===== config.mk =====
export PLATFORM = sky130hd
export DESIGN_NAME = ptr_step_periph
export DESIGN_NICKNAME = d
export VERILOG_FILES = /design/src/rtl/ptrc_pkg.sv /design/src/rtl/ptrc_decode.sv /design/src/rtl/ptrc_counter.sv /design/src/rtl/ptrc_endcmp.sv /design/src/rtl/ptr_step_periph.sv
export SDC_FILE = /design/constraint.sdc
export NUM_CORES = 1
export LEC_CHECK = 0
export CORE_MARGIN = 2
export CORE_UTILIZATION = 40
export DETAILED_ROUTE_END_ITERATION = 7
export HOLD_SLACK_MARGIN = 0.06
export PLACE_DENSITY = 0.54
export SETUP_SLACK_MARGIN = 0.5
export SKIP_CTS_REPAIR_TIMING = 1
export SYNTH_ARGS = -nofsm -noshare
export SYNTH_HDL_FRONTEND = slang
export SYNTH_HIERARCHICAL = 1
export SYNTH_SLANG_ARGS = --single-unit
export TNS_END_PERCENT = 1

===== constraint.sdc =====
create_clock -name clk -period 5.4 [get_ports clk]
set_input_delay 1.08 -clock clk [delete_from_list [all_inputs] [get_ports clk]]
set_output_delay 1.08 -clock clk [all_outputs]
set_load 0.05 [all_outputs]

===== src/rtl/ptrc_pkg.sv =====
package ptrc_pkg;
  localparam int PTR_W  = 16;
  localparam int BYTE_W = 8;

  // per-pointer control strobes produced by the decoder
  typedef struct packed {
    logic ld_lo;
    logic ld_hi;
    logic step_up;
    logic step_dn;
  } ptr_ctl_t;
endpackage


===== src/rtl/ptrc_decode.sv =====
module ptrc_decode
  import ptrc_pkg::*;
#(
  parameter int NPTR = 2,
  parameter int AW   = 4
) (
  input  logic                  sel,
  input  logic                  we,
  input  logic [AW-1:0]         addr,
  output ptr_ctl_t [NPTR-1:0]   ctl,
  output logic                  end_ld_lo,
  output logic                  end_ld_hi,
  output logic                  rd_hit,
  output logic [AW-3:0]         rd_idx,
  output logic                  rd_hi
);
  localparam logic [AW-1:0] END_LO = AW'(4 * NPTR);
  localparam logic [AW-1:0] END_HI = AW'(4 * NPTR + 1);
  localparam logic [AW-1:0] WIN_LIMIT = AW'(4 * NPTR);

  logic rd, wr;
  assign rd = sel && !we;
  assign wr = sel && we;

  for (genvar i = 0; i < NPTR; i++) begin : g_win
    localparam logic [AW-3:0] IDX = (AW-2)'(i);
    logic in_win;
    assign in_win           = (addr[AW-1:2] == IDX);
    assign ctl[i].ld_lo     = wr && in_win && !addr[0];
    assign ctl[i].ld_hi     = wr && in_win &&  addr[0];
    assign ctl[i].step_up   = rd && in_win && (addr[1:0] == 2'd1);
    assign ctl[i].step_dn   = rd && in_win && (addr[1:0] == 2'd3);
  end

  assign end_ld_lo = wr && (addr == END_LO);
  assign end_ld_hi = wr && (addr == END_HI);
  assign rd_hit    = rd && (addr < WIN_LIMIT);
  assign rd_idx    = addr[AW-1:2];
  assign rd_hi     = addr[0];
endmodule


===== src/rtl/ptrc_counter.sv =====
module ptrc_counter
  import ptrc_pkg::*;
(
  input  logic               clk,
  input  logic               rst_n,
  input  ptr_ctl_t           ctl,
  input  logic [BYTE_W-1:0]  wdata,
  output logic [PTR_W-1:0]   value
);
  always_ff @(posedge clk or negedge rst_n) begin
    if (!rst_n) begin
      value <= '0;
    end else if (ctl.ld_lo) begin
      value[BYTE_W-1:0] <= wdata;
    end else if (ctl.ld_hi) begin
      value[PTR_W-1:BYTE_W] <= wdata;
    end else if (ctl.step_up) begin
      value <= value + PTR_W'(1);
    end else if (ctl.step_dn) begin
      value <= value - PTR_W'(1);
    end
  end
endmodule


===== src/rtl/ptrc_endcmp.sv =====
module ptrc_endcmp
  import ptrc_pkg::*;
(
  input  logic               clk,
  input  logic               rst_n,
  input  logic               ld_lo,
  input  logic               ld_hi,
  input  logic [BYTE_W-1:0]  wdata,
  input  logic [PTR_W-1:0]   ptr,
  output logic               so_n
);
  logic [PTR_W-1:0] end_q;
  logic             match_c, match_q;

  assign match_c = (ptr == end_q);

  always_ff @(posedge clk or negedge rst_n) begin
    if (!rst_n) begin
      end_q   <= '0;
      match_q <= 1'b1;   // the reset-state match is not an edge
      so_n    <= 1'b1;
    end else begin
      if (ld_lo) end_q[BYTE_W-1:0]     <= wdata;
      if (ld_hi) end_q[PTR_W-1:BYTE_W] <= wdata;
      match_q <= match_c;
      so_n    <= !(match_c && !match_q);
    end
  end
endmodule


===== src/rtl/ptr_step_periph.sv =====
module ptr_step_periph
  import ptrc_pkg::*;
#(
  parameter int NPTR    = 2,
  parameter int CMP_IDX = 1,
  localparam int AW     = $clog2(4 * NPTR + 2)
) (
  input  logic               clk,
  input  logic               rst_n,
  input  logic               bus_sel,
  input  logic               bus_we,
  input  logic [AW-1:0]      bus_addr,
  input  logic [BYTE_W-1:0]  bus_wdata,
  output logic [BYTE_W-1:0]  bus_rdata,
  output logic               so_n
);
  ptr_ctl_t [NPTR-1:0]          ctl;
  logic [NPTR-1:0][PTR_W-1:0]   ptr_q;
  logic                         end_ld_lo, end_ld_hi;
  logic                         rd_hit, rd_hi;
  logic [AW-3:0]                rd_idx;

  ptrc_decode #(.NPTR(NPTR), .AW(AW)) u_dec (
    .sel       (bus_sel),
    .we        (bus_we),
    .addr      (bus_addr),
    .ctl       (ctl),
    .end_ld_lo (end_ld_lo),
    .end_ld_hi (end_ld_hi),
    .rd_hit    (rd_hit),
    .rd_idx    (rd_idx),
    .rd_hi     (rd_hi)
  );

  for (genvar i = 0; i < NPTR; i++) begin : g_ptr
    ptrc_counter u_cnt (
      .clk   (clk),
      .rst_n (rst_n),
      .ctl   (ctl[i]),
      .wdata (bus_wdata),
      .value (ptr_q[i])
    );
  end

  ptrc_endcmp u_cmp (
    .clk   (clk),
    .rst_n (rst_n),
    .ld_lo (end_ld_lo),
    .ld_hi (end_ld_hi),
    .wdata (bus_wdata),
    .ptr   (ptr_q[CMP_IDX]),
    .so_n  (so_n)
  );

  always_comb begin
    bus_rdata = '0;
    for (int i = 0; i < NPTR; i++) begin
      if (rd_hit && (rd_idx == (AW-2)'(i))) begin
        bus_rdata = rd_hi ? ptr_q[i][PTR_W-1:BYTE_W] : ptr_q[i][BYTE_W-1:0];
      end
    end
  end
endmodule


-- Word-level counts from Yosys, hierarchy flattened
Index checks and enable logic that the tools add are counted.
- reductions and logical operators: 33
- $add $sub $neg: 4
- eq/ne operators: 8
- magnitude comparators: 1
- multiplexer cells: 14
- bitwise logic cells: 2
- operators with widths (kind ; number):
    8-bit two-way mux ; 10
    16-bit two-way mux ; 4
    16-bit by 1-bit adder with 16-bit output, second input constant ; 2
    16-bit by 1-bit subtractor with 16-bit output, second input constant ; 2
    1-bit logical AND ; 20
    16-bit == test ; 1
    3-bit nonzero test ; 4
    4-bit == test, second input constant ; 2
    2-bit AND reduction ; 4
    2-bit by 1-bit == test with 1-bit output, second input constant ; 2
    1-bit logical NOT ; 4
    4-bit < comparator, second input constant ; 1
    2-bit by 1-bit != test with 1-bit output, second input constant ; 2
    2-bit == test, second input constant ; 1
    2-bit logical NOT ; 1
    1-bit NOT ; 2
- register bits after elaboration: 50
- word-level logic and storage cells: 70
- output and inout bits: 9

-- Longest topological paths before layout
- word-level depth: 8
- mapped depth: 12
- gate-level depth less buffers: 11

-- By module
The synthesis kept the hierarchy.
- by module, submodules not included (module ; instances ; cells each ; seq. area each (um^2) ; area an instance (um^2)):
    ptrc_counter (g_ptr[1].u_cnt) ; 1 ; 188 ; 400.4 ; 1575.3
    ptrc_counter (g_ptr[0].u_cnt) ; 1 ; 183 ; 400.4 ; 1465.2
    ptrc_endcmp ; 1 ; 58 ; 452.9 ; 827.0
    ptr_step_periph ; 1 ; 29 ; 0.0 ; 252.7
    ptrc_decode ; 1 ; 19 ; 0.0 ; 152.6

-- Worst setup path before layout
Ideal clock, no wire load.
- path type: input port to output port
- start: in bus_we
- end: out bus_rdata[0]
- path buffers: 1
- cell stages on the path: 4
- arrival time: 2.592 ns
- path slack: 1.728 ns
- cell sequence: nor3b_4 > or3b_1 > buf_6 > o22ai_1
- longest elaborated chain between the ends: 6
- ends and longest elaborated chain (item ; line ; RTL):
    start, declared ; ptr_step_periph.sv:11 ; input logic bus_we,
    1-bit logical NOT * ; ptrc_decode.sv:22 ; assign rd = sel && !we;
    1-bit logical AND * ; ptrc_decode.sv:22 ;
    1-bit logical AND * ; ptrc_decode.sv:37 ; assign rd_hit = rd && (addr < WIN_LIMIT);
    1-bit logical AND ; ptr_step_periph.sv:58 ; if (rd_hit && (rd_idx == (AW-2)'(i))) begin
    8-bit two-way mux ; ptr_step_periph.sv:58 ;
    8-bit two-way mux * ; ptr_step_periph.sv:58 ;
    end, declared ; ptr_step_periph.sv:14 ; output logic [BYTE_W-1:0] bus_rdata,
Mark *: on every way between the ends. The rest lies on a longest branch, timed or not.

-- Worst setup path in the final report
- start: in bus_addr[3]
- end: out bus_rdata[7]
- longest elaborated chain between the ends: 5
- ends and longest elaborated chain (item ; line ; RTL):
    start, declared ; ptr_step_periph.sv:12 ; input logic [AW-1:0] bus_addr,
    4-bit < comparator * ; ptrc_decode.sv:37 ;
    1-bit logical AND * ; ptrc_decode.sv:37 ;
    named net rd_hit ; ptr_step_periph.sv:20 ; logic rd_hit, rd_hi;
    1-bit logical AND ; ptr_step_periph.sv:58 ;
    8-bit two-way mux ; ptr_step_periph.sv:58 ;
    8-bit two-way mux * ; ptr_step_periph.sv:58 ;
The timed path passes the listed nets; every way through them passes the cells marked *.

==> impl_metrics.yaml <==
grt:
  met1_usage: 0.270
  grt-ovfl-total: 0
  grt_use_total: 0.204
  top_usage_layer: "met2"
  grt_max_degree: 51
  grt.met2_usage: 0.344
  use_met3: 0.0212
  grt_pass1_wl_mm: 18.3
  grt_pass1_vias: 3509
  antenna_found_initial: 0
worst_setup_path:
  worstReg2RegEnd: "g_ptr[0].u_cnt/value[12]"
  worstPathCellList: "clkdlybuf4s50_1 > nor3b_4 > or3b_1 > o22ai_1 > clkdlybuf4s50_1"
  reg2reg_depth: 9
  critical_path_class: "in -> out"
  regToRegSetupSlack_ps: 2910
  cp.required_ps: 4320
  critical_path_arrival_ps: 3500
  path_max_fanout: 8
  cpPeakStageDelay_ps: 850
  slowest_stage: "clkdlybuf4s50_1"
  worst-path-buf-inv: 2
  crit_path_end_kind: "output port"
  critPathLaunchType: "input port"
  startpoint: "bus_addr[3]"
  critPathMostFrequentCell: "clkdlybuf4s50_1"
  r2r-start: "g_ptr[0].u_cnt/value[0]"
  worst_path_dominant_cell_family: "buffers and inverters"
flow_run:
  maxCapViolCount: 0
sta:
  whs_ps: 483
  fmax_mhz: 218
  tightest_slew_ps: 979
  finalClockSkew_ps: 6.05
  fin_tns_setup_ps: 0
  fin_crit_ps: 4580
  slew-limit-headroom: 0.345
  post-route-period-util: 0.848
  rsz0062_at_grt: "no"
  finalSetupViolCount: 0
  slew_violations: 0
  finalHoldViolCount: 0
yosys:
  synth_area_mm2: 0.00427
  synth-seq-cells: 50
  synth_nets: 523
  syn_area_per_cell_um2: 8.96
  synth_cell_types: 69
  syn_inst: 477
  synth_warnings: 6
  synthArstFlopShare: 1.00
  ys_dominant_reg_cell: "dfrtp_1"
  synth-edff-count: 0
  yosysSeqAreaShare: 0.293
floorplan:
  die_y_um: 107
  die_area_mm2: 0.0115
  rows: 37
  dieWidth_um: 107
  start_util: 0.412
  io_pins: 25
  coreArea_mm2: 0.0104
detailed_routing:
  first_pass_iters: 4
  drcViolationCount: 0
  wl_mm: 11.3
  drt_iter0_drc: 100
  viasPerCell: 5.60
  wl_per_cell_um: 18.0
  vias: 3522
  antenna_left: 0
clock_network:
  clkTransAtPathRegs_ps: 90
  cts_tree: "yes"
  cts_sinks: 50
  cts_root_buf: "clkbuf_8"
  cts_max_level: 2
  worstSkewPairLatency_ps: 300
  cts_buffers: 5
  clk_path_buf_depth: 2
final_layout:
  area.sequential_mm2: 0.00125
  fin_cells: 629
  final_util: 0.456
  fin_nets: 538
  synthToLayoutAreaGrowth_pct: 10.7
  diodes: 0
  nFillCells: 1029
  drive_above_1_share: 0.124
  multi_input_comb_area_mm2: 0.00284
place:
  dp_cells: 621
  place.gp.congestion: 0.878
  portBuffers: 24
  dp_hpwl_mm: 8.65
power_and_ir_drop:
  p_per_area_mw_per_mm2: 527
  p_leak_nw: 1.97
  finalPower_mw: 2.49
  peakVddDrop_mv: 0.274
min_path:
  min_path_cells: 1
  hold_path_class: "reg -> reg"
  hold_start: "u_cmp/match_q"
  holdPathEnd: "u_cmp/so_n"
run_status:
  status: "completed"
## placed cells by master (no fill, tap or decap), types with 3 or more instances in the layout
cell type	Yosys	layout
nand4_1	8	8
a21o_1	6	6
and3_1	8	8
nand3b_1	5	5
xnor2_1	26	26
o21bai_1	4	4
nor3_1	16	16
nor2b_1	6	6
xor2_1	9	9
clkbuf_8	0	7
ha_1	28	28
clkdlybuf4s50_1	0	23
inv_1	13	13
nor3b_1	5	3
o21ai_1	3	3
nor2_1	20	20
mux2i_1	24	24
nand2_1	44	44
nand3_1	16	16
a21oi_1	43	43
o22ai_1	10	10
o21ai_0	31	31
buf_4	6	10
or2_2	3	3
dfrtp_1	48	48
mux2_2	19	19
## metrics by stage
step	instance area, um^2	setup WS [ps]
6_report	4730	823
4_1_cts	4730	834
5_1_grt	4730	730
2_1_floorplan	4270	1730
3_3_place_gp	4630	857
3_5_place_dp	4630	814
## per-layer routing
layer | part of all wire | wire length, um
met5 | 0 | 0
met4 | 0.025 | 286
met3 | 0.027 | 307
met2 | 0.47 | 5280
met1 | 0.48 | 5420
## sequential cells by signal (all words and copies together) (netlist names)
register           count
u_cmp/end_q           16
g_ptr.u_cnt/value     32
u_cmp/so_n             1
u_cmp/match_q          1
## cells in the mapped netlist, drive strengths merged, types with 3 or more instances
cell type  number  area, um^2
nor3           16        80.1
a21oi          45         240
dfrtp          48        1200
nor2b           7        51.3
o21bai          4        30.0
nand3b          5        37.5
o21ai          35         179
o211ai          3        32.5
nand4           8        50.1
mux2           21         240
ha             28         350
a31oi           4        55.1
and3            8        50.1
nand2          45         171
buf            14        91.3
o31ai           3        36.3
nor3b           6        56.3
a21o            6        45.0
inv            13        48.8
nand3          18         100
clkbuf         12        46.3
mux2i          24         240
o22ai          10        62.6
xor2            9        78.8
nor2           20        75.1
xnor2          26         228
or2             4        25.0
## where the power goes
group,switching [mW],total [mW],internal [mW],leakage (nW)
logic,0.854,1.56,0.706,1.29
clock network,0.124,0.242,0.118,0.0544
registers,0.183,0.690,0.507,0.625
## logic make-up after synthesis
| group | Yosys count | synth area share |
|---|---|---|
| and+or+nand+nor | 152 | 0.194 |
| AOI/OAI and AO/OA | 126 | 0.193 |
| DFF | 50 | 0.293 |
| muxes | 45 | 0.112 |
| buffers and inverters | 39 | 0.0436 |
| xor gates and xnor gates | 35 | 0.0717 |
| adders and majority gates | 30 | 0.0914 |
## worst max path at each step
stage | endpoint | cells past startpoint
3_5_place_dp | g_ptr[0].u_cnt/value[15] | 12
5_1_grt | bus_rdata[5] | 5
2_1_floorplan | bus_rdata[0] | 4
4_1_cts | bus_rdata[5] | 5
6_report | bus_rdata[7] | 5
3_3_place_gp | bus_rdata[6] | 5
## area by class of cell
cell class / count / area share
clock inverter: 1 / 0.00185
timing repair buffer: 34 / 0.0656
clock buffer: 7 / 0.0204
tap: 136 / 0.0360
inverter: 13 / 0.0103
multi-input combinational: 388 / 0.601
sequential: 50 / 0.265
Power figures use the tool's default switching activity.
